--- config.mk ---
export PLATFORM = sky130hd
export DESIGN_NAME = cpu_state_unit
export DESIGN_NICKNAME = d
export VERILOG_FILES = /design/src/rtl/cpu_state_pkg.sv /design/src/rtl/cpu_stack_addr.sv /design/src/rtl/cpu_reg_decode.sv /design/src/rtl/cpu_pc_seq.sv /design/src/rtl/cpu_state_unit.sv
export SDC_FILE = /design/constraint.sdc
export NUM_CORES = 1
export LEC_CHECK = 0
export BUFFER_PORTS_ARGS = -buffer_cell sky130_fd_sc_hd__clkbuf_2
export CORE_AREA = 2 2 85 104
export DETAILED_ROUTE_END_ITERATION = 12
export DIE_AREA = 0 0 87 106
export HOLD_SLACK_MARGIN = 0.08
export PLACE_DENSITY = 0.8
export SYNTH_ARGS = -nofsm -noshare
export SYNTH_HDL_FRONTEND = slang
export SYNTH_SLANG_ARGS = --single-unit
--- constraint.sdc ---
create_clock -name clk -period 1.89 [get_ports clk]
set_input_delay 0.0945 -clock clk [delete_from_list [all_inputs] [get_ports clk]]
set_output_delay 0.0945 -clock clk [all_outputs]
set_load 0.02 [all_outputs]
--- src/rtl/cpu_state_pkg.sv ---
package cpu_state_pkg;

    localparam int DATA_W = 8;
    localparam int PC_W   = 16;

    typedef enum logic [3:0] {
        OP_NOP       = 4'd0,
        OP_LOAD_A    = 4'd1,
        OP_LOAD_X    = 4'd2,
        OP_OR_F      = 4'd3,
        OP_SWAP_A_SP = 4'd4,
        OP_PUSH_A    = 4'd5,
        OP_PUSH_X    = 4'd6,
        OP_POP_A     = 4'd7,
        OP_POP_X     = 4'd8,
        OP_REG_RD    = 4'd9,
        OP_REG_WR    = 4'd10
    } op_e;

    typedef struct packed {
        logic [DATA_W-1:0] acc;
        logic [DATA_W-1:0] idx;
        logic [DATA_W-1:0] sp;
        logic [DATA_W-1:0] flg;
        logic [PC_W-1:0]   pc;
        logic              stall;
    } arch_state_t;

endpackage

--- src/rtl/cpu_stack_addr.sv ---
// Stack address generation: push uses SP then increments, pop decrements first.
module cpu_stack_addr #(
    parameter int SP_W = 8
) (
    input  logic [SP_W-1:0] sp,
    input  logic            is_pop,
    output logic [SP_W-1:0] sp_inc,
    output logic [SP_W-1:0] sp_dec,
    output logic [SP_W-1:0] mem_addr
);
    always_comb begin
        sp_inc   = sp + SP_W'(1);
        sp_dec   = sp - SP_W'(1);
        mem_addr = is_pop ? sp_dec : sp;
    end
endmodule

--- src/rtl/cpu_reg_decode.sv ---
// Register-space decode: one address maps to the flag register in all banks.
module cpu_reg_decode #(
    parameter int              RA_W      = 8,
    parameter int              BANK_W    = 1,
    parameter logic [RA_W-1:0] FLAG_ADDR = 8'hF7
) (
    input  logic [RA_W-1:0]        addr,
    input  logic [BANK_W-1:0]      bank,
    output logic                   flag_hit,
    output logic [BANK_W+RA_W-1:0] ext_addr
);
    always_comb begin
        flag_hit = (addr == FLAG_ADDR);
        ext_addr = {bank, addr};
    end
endmodule

--- src/rtl/cpu_pc_seq.sv ---
// PC sequencing with a one-cycle penalty when a step carries into the page byte.
module cpu_pc_seq #(
    parameter int PC_W      = 16,
    parameter int PAGE_BITS = 8
) (
    input  logic [PC_W-1:0] pc_q,
    input  logic            stall_q,
    input  logic            step,
    input  logic            jump,
    input  logic [PC_W-1:0] target,
    output logic [PC_W-1:0] pc_d,
    output logic            stall_d
);
    logic page_end;

    always_comb begin
        page_end = &pc_q[PAGE_BITS-1:0];
        pc_d     = pc_q;
        stall_d  = 1'b0;
        if (stall_q) begin
            pc_d = pc_q + PC_W'(1);
        end else if (jump) begin
            pc_d = target;
        end else if (step) begin
            if (page_end) begin
                stall_d = 1'b1;
            end else begin
                pc_d = pc_q + PC_W'(1);
            end
        end
    end
endmodule

--- src/rtl/cpu_state_unit.sv ---
module cpu_state_unit
    import cpu_state_pkg::*;
#(
    parameter int                DW        = cpu_state_pkg::DATA_W,
    parameter int                PW        = cpu_state_pkg::PC_W,
    parameter int                PAGE_BITS = 8,
    parameter logic [DW-1:0]     FLAG_ADDR = 8'hF7,
    parameter logic [DW-1:0]     FLAG_RST  = 8'h02,
    parameter int                BANK_BIT  = 4
) (
    input  logic          clk,
    input  logic          rst_n,
    input  logic [3:0]    op_code,
    input  logic [DW-1:0] op_data,
    input  logic          pc_step,
    input  logic          pc_jump,
    input  logic [PW-1:0] jump_addr,
    output logic          ram_we,
    output logic          ram_re,
    output logic [DW-1:0] ram_addr,
    output logic [DW-1:0] ram_wdata,
    input  logic [DW-1:0] ram_rdata,
    output logic          ext_req,
    output logic          ext_we,
    output logic [DW:0]   ext_addr,
    output logic [DW-1:0] ext_wdata,
    input  logic [DW-1:0] ext_rdata,
    output logic [DW-1:0] acc_o,
    output logic [DW-1:0] idx_o,
    output logic [DW-1:0] sp_o,
    output logic [DW-1:0] flags_o,
    output logic [PW-1:0] pc_o,
    output logic          stall_o
);
    localparam arch_state_t RST_STATE = '{acc: '0, idx: '0, sp: '0,
                                          flg: FLAG_RST, pc: '0, stall: 1'b0};

    arch_state_t st_q, st_d;
    op_e         op;

    logic          is_pop;
    logic [DW-1:0] sp_inc, sp_dec, stk_addr;
    logic          flag_hit;
    logic [DW:0]   dec_ext_addr;
    logic [PW-1:0] pc_nxt;
    logic          stall_nxt;

    assign op     = op_e'(op_code);
    assign is_pop = (op == OP_POP_A) || (op == OP_POP_X);

    cpu_stack_addr #(.SP_W(DW)) u_stack (
        .sp       (st_q.sp),
        .is_pop   (is_pop),
        .sp_inc   (sp_inc),
        .sp_dec   (sp_dec),
        .mem_addr (stk_addr)
    );

    cpu_reg_decode #(.RA_W(DW), .BANK_W(1), .FLAG_ADDR(FLAG_ADDR)) u_decode (
        .addr     (op_data),
        .bank     (st_q.flg[BANK_BIT]),
        .flag_hit (flag_hit),
        .ext_addr (dec_ext_addr)
    );

    cpu_pc_seq #(.PC_W(PW), .PAGE_BITS(PAGE_BITS)) u_pc (
        .pc_q    (st_q.pc),
        .stall_q (st_q.stall),
        .step    (pc_step),
        .jump    (pc_jump),
        .target  (jump_addr),
        .pc_d    (pc_nxt),
        .stall_d (stall_nxt)
    );

    always_comb begin
        st_d      = st_q;
        ram_we    = 1'b0;
        ram_re    = 1'b0;
        ram_addr  = stk_addr;
        ram_wdata = '0;
        ext_req   = 1'b0;
        ext_we    = 1'b0;
        ext_addr  = dec_ext_addr;
        ext_wdata = st_q.acc;

        case (op)
            OP_LOAD_A:    st_d.acc = op_data;
            OP_LOAD_X:    st_d.idx = op_data;
            OP_OR_F:      st_d.flg = st_q.flg | op_data;
            OP_SWAP_A_SP: begin
                st_d.acc = st_q.sp;
                st_d.sp  = st_q.acc;
            end
            OP_PUSH_A, OP_PUSH_X: begin
                ram_we    = 1'b1;
                ram_wdata = (op == OP_PUSH_A) ? st_q.acc : st_q.idx;
                st_d.sp   = sp_inc;
            end
            OP_POP_A: begin
                ram_re   = 1'b1;
                st_d.acc = ram_rdata;
                st_d.sp  = sp_dec;
            end
            OP_POP_X: begin
                ram_re   = 1'b1;
                st_d.idx = ram_rdata;
                st_d.sp  = sp_dec;
            end
            OP_REG_RD: begin
                if (flag_hit) begin
                    st_d.acc = st_q.flg;
                end else begin
                    ext_req  = 1'b1;
                    st_d.acc = ext_rdata;
                end
            end
            OP_REG_WR: begin
                if (flag_hit) begin
                    st_d.flg = st_q.acc;
                end else begin
                    ext_req = 1'b1;
                    ext_we  = 1'b1;
                end
            end
            default: ;
        endcase

        st_d.pc    = pc_nxt;
        st_d.stall = stall_nxt;
    end

    always_ff @(posedge clk or negedge rst_n) begin
        if (!rst_n) st_q <= RST_STATE;
        else        st_q <= st_d;
    end

    assign acc_o   = st_q.acc;
    assign idx_o   = st_q.idx;
    assign sp_o    = st_q.sp;
    assign flags_o = st_q.flg;
    assign pc_o    = st_q.pc;
    assign stall_o = st_q.stall;

endmodule

==> flow_summary.toml <==
[run_status]
status = "finished clean"

[power]
leakagePower_nw = 2.182
intPower_mw = 2.275
p_comb_frac = 0.481
total_power_mw = 4.095
p_per_area_nw_per_um2 = 881.5
pwr-share-seq = 0.358
clkPwrFrac = 0.160
peakVddDrop_uv = 457.5
p_sw_frac = 0.4445
p_switching_mw = 1.820

[layout]
final_cells = 693
syn_to_final_growth_pct = 28.48
final_cell_area_um2 = 4646
diodes = 0
drive_gt1_frac = 0.3540
final_util = 0.5606
final_common_cell = "clkbuf_2"
layout_common_cells = "clkbuf_2 (129), nand2_1 (67), a21oi_1 (55)"
layout.nets = 647

[critical_path]
crit_type = "flip-flop to output port"
worst-r2r-cell-count = 7
crit_fanout = 3
startpoint_type = "flip-flop"
crit_path_end_kind = "output port"
cp.required_ns = 1.80
reg2reg_slack_ns = 0.06
crit-reg2reg-capture = "pc_o[3]$_DFFE_PN0P_"
r2r_start = "pc_o[0]$_DFFE_PN0P_"
arrival_ns = 1.79

[synthesis]
syn_area_per_cell_um2 = 7.760
syn_area_um2 = 3616
ys_seq_area_frac = 0.3394
yosys_register_bits = 49
syn_nets = 518
synth_warnings = 0
synthFlopType = "dfrtp_1"
synth_edf_count = 0
yosys.area.top_type_share = 0.3322
ys_async_sr_fraction = 1.000
synth_top_area_cell = "dfrtp_1"
yosysUniqueCellTypes = 60
synth_cells = 466
synthTopCellsByArea = "dfrtp_1 (33%), a21oi_1 (7.6%), nand2_1 (7.1%), o21ai_0 (5.1%), nor2_1 (5.1%)"

[floorplan]
die_height_um = 106
start_util = 0.4364
fp.dieArea_um2 = 9222
io_pins = 134
row_count = 37
die_w_um = 87
design.core.area_um2 = 8287

[hold_path]
hold_path.class = "primary input to flip-flop"
whs_path_depth = 3
min_to = "idx_o[7]$_DFFE_PN0P_"
hp-start = "ram_rdata[7]"

[sta]
max_freq_mhz = 531.3
rsz0062_at_grt = "yes"
min_period_ns = 1.882
hold_ws_ns = 0.09436
setup_viol = 0
maxSlewHeadroom = 0.5688
finalHoldViolCount = 0
fin_tns_setup_ns = 0
layout_setup_ws_ns = 0.007685
drv_slew = 0
worst_pin_slew_ns = 0.6469
fin_worst_skew_ns = 0.009107
fin_crit_sh = 0.9959

[grt]
grt_start_max_net_pins = 50
grt_pass1_wl_um = 18080
grt_antenna_before_repair = 0
grt-ovfl-total = 0
track_usage = 0.2410
grt_pass1_vias = 3733

[clock_tree]
cts_tree = "done"
cts.clk_slew.worst_paths_ns = 0.10
cts_buffers = 5
clock_sinks = 49
clk_path_buf_depth = 2
cts_root_buffer = "clkbuf_8"
cts-htree-levels = 2
insertion_delay_ns = 0.31

[drt]
drtPass1Iterations = 5
ant_nets = 0
drtIter0Drc = 214
vias = 4021
post-route-drc-count = 0
wirelength_um = 11410
via_per_inst = 5.802
wl_per_cell_um = 16.47

[placed_design]
placed_cells = 670
dp_slack_ns = 0.06217
placed_area_um2 = 4327
gp_congestion = 0.8842
dp_hpwl_um = 8331
place.port_buffers = 133

[flow_run]
drv_cap = 0
[power by group through the flow]
stage	Combinational (mW)	Sequential, mW	Clock, mW
final	1.97	1.47	0.657
after global routing	2.12	1.49	0.707
after CTS	1.91	1.46	0.663
after detailed placement	1.74	1.48	0
after global placement	1.70	1.47	0
after floorplan	0.953	1.64	0
[synthesized netlist by cell type (2+ instances only)]
| library cell | instances |
|---|---|
| or3_1 | 2 |
| a31oi_1 | 3 |
| xor2_1 | 7 |
| a211o_1 | 3 |
| nand2_1 | 68 |
| o21ai_1 | 9 |
| mux2i_1 | 9 |
| nor2_1 | 49 |
| buf_1 | 5 |
| nor2b_1 | 3 |
| and2_1 | 3 |
| nand4_1 | 4 |
| mux2_2 | 8 |
| clkbuf_1 | 10 |
| and4_1 | 2 |
| a21o_1 | 2 |
| nand2b_1 | 6 |
| ha_1 | 4 |
| buf_4 | 20 |
| xnor2_1 | 5 |
| a21oi_2 | 2 |
| and4_4 | 2 |
| dfrtp_1 | 48 |
| a21oi_1 | 55 |
| o22ai_1 | 9 |
| o21ai_0 | 37 |
| nor4_1 | 5 |
| a221o_1 | 2 |
| a211oi_1 | 3 |
| inv_1 | 8 |
| or2_2 | 4 |
| o32ai_1 | 10 |
| nor3_1 | 6 |
| buf_2 | 15 |
| nand3_1 | 13 |
[logic make-up (layout without fill, tap and decap cells)]
family / count (synthesis) / after routing / share of synthesized area
flip-flops: 49 / 49 / 0.3394
buffers and inverters: 60 / 190 / 0.08858
multiplexers: 17 / 17 / 0.04983
adder cells (fa/ha/maj): 4 / 4 / 0.01384
AND/OR/NAND/NOR: 178 / 178 / 0.2398
XOR/XNOR: 12 / 12 / 0.02907
AO/OA/AOI/OAI: 146 / 146 / 0.2394
[repair_timing]
item | in CTS | in global routing
endpoints found under the hold margin | 54 | 0
resized for setup | 14 | 12
buffers inserted | 5 | 2
pin swaps | 5 | 7
hold buffers | 8 | 0
setup endpoints to repair | 5 | 16
[layout make-up]
| type | count | area, um^2 |
|---|---|---|
| inverter | 9 | 33.78 |
| timing repair buffer | 173 | 1016 |
| clock inverter | 3 | 21.27 |
| multi-input combinational | 357 | 2153 |
| tap | 97 | 121.4 |
| sequential | 49 | 1231 |
| fill | 723 | 3641 |
| clock buffer | 5 | 68.82 |
[worst max-delay path: stages, from the launching register on]
cell and delay [ns]:
dfrtp_2 0.41, or4_4 0.57, nor4_4 0.17, xor2_1 0.17
buf_4 0.16
[layer usage]
metal | GRT usage | vias to the layer above | wire length (um) | share of wire
li1 | - | 1901 | - | -
met1 | 0.3007 | 1897 | 4583 | 0.40
met2 | 0.4237 | 207 | 5821 | 0.51
met3 | 0.03339 | 16 | 812 | 0.071
met4 | 0.07478 | 0 | 195 | 0.017
met5 | 0 | - | 0 | 0
[how the worst max path moves through the flow]
stage                         from                   to  slack [ns]  cells past startpoint
2_1_floorplan  sp_o[5]$_DFFE_PN0P_          ram_addr[7]        0.01                      4
3_3_place_gp   pc_o[0]$_DFFE_PN0P_  pc_o[2]$_DFFE_PN0P_        0.12                      7
3_5_place_dp   pc_o[0]$_DFFE_PN0P_  pc_o[0]$_DFFE_PN0P_        0.06                      7
4_1_cts        sp_o[4]$_DFFE_PN0P_          ram_addr[7]       -0.03                      4
5_1_grt        sp_o[4]$_DFFE_PN0P_          ram_addr[6]       -0.06                      6
6_report       sp_o[4]$_DFFE_PN0P_          ram_addr[7]       0.008                      4
[state kept, by name, summed over array words and instances (netlist names)]
name	cells
pc_o	16
acc_o	8
flags_o	8
idx_o	8
sp_o	8
stall_o	1
Power figures use the tool's default switching activity.
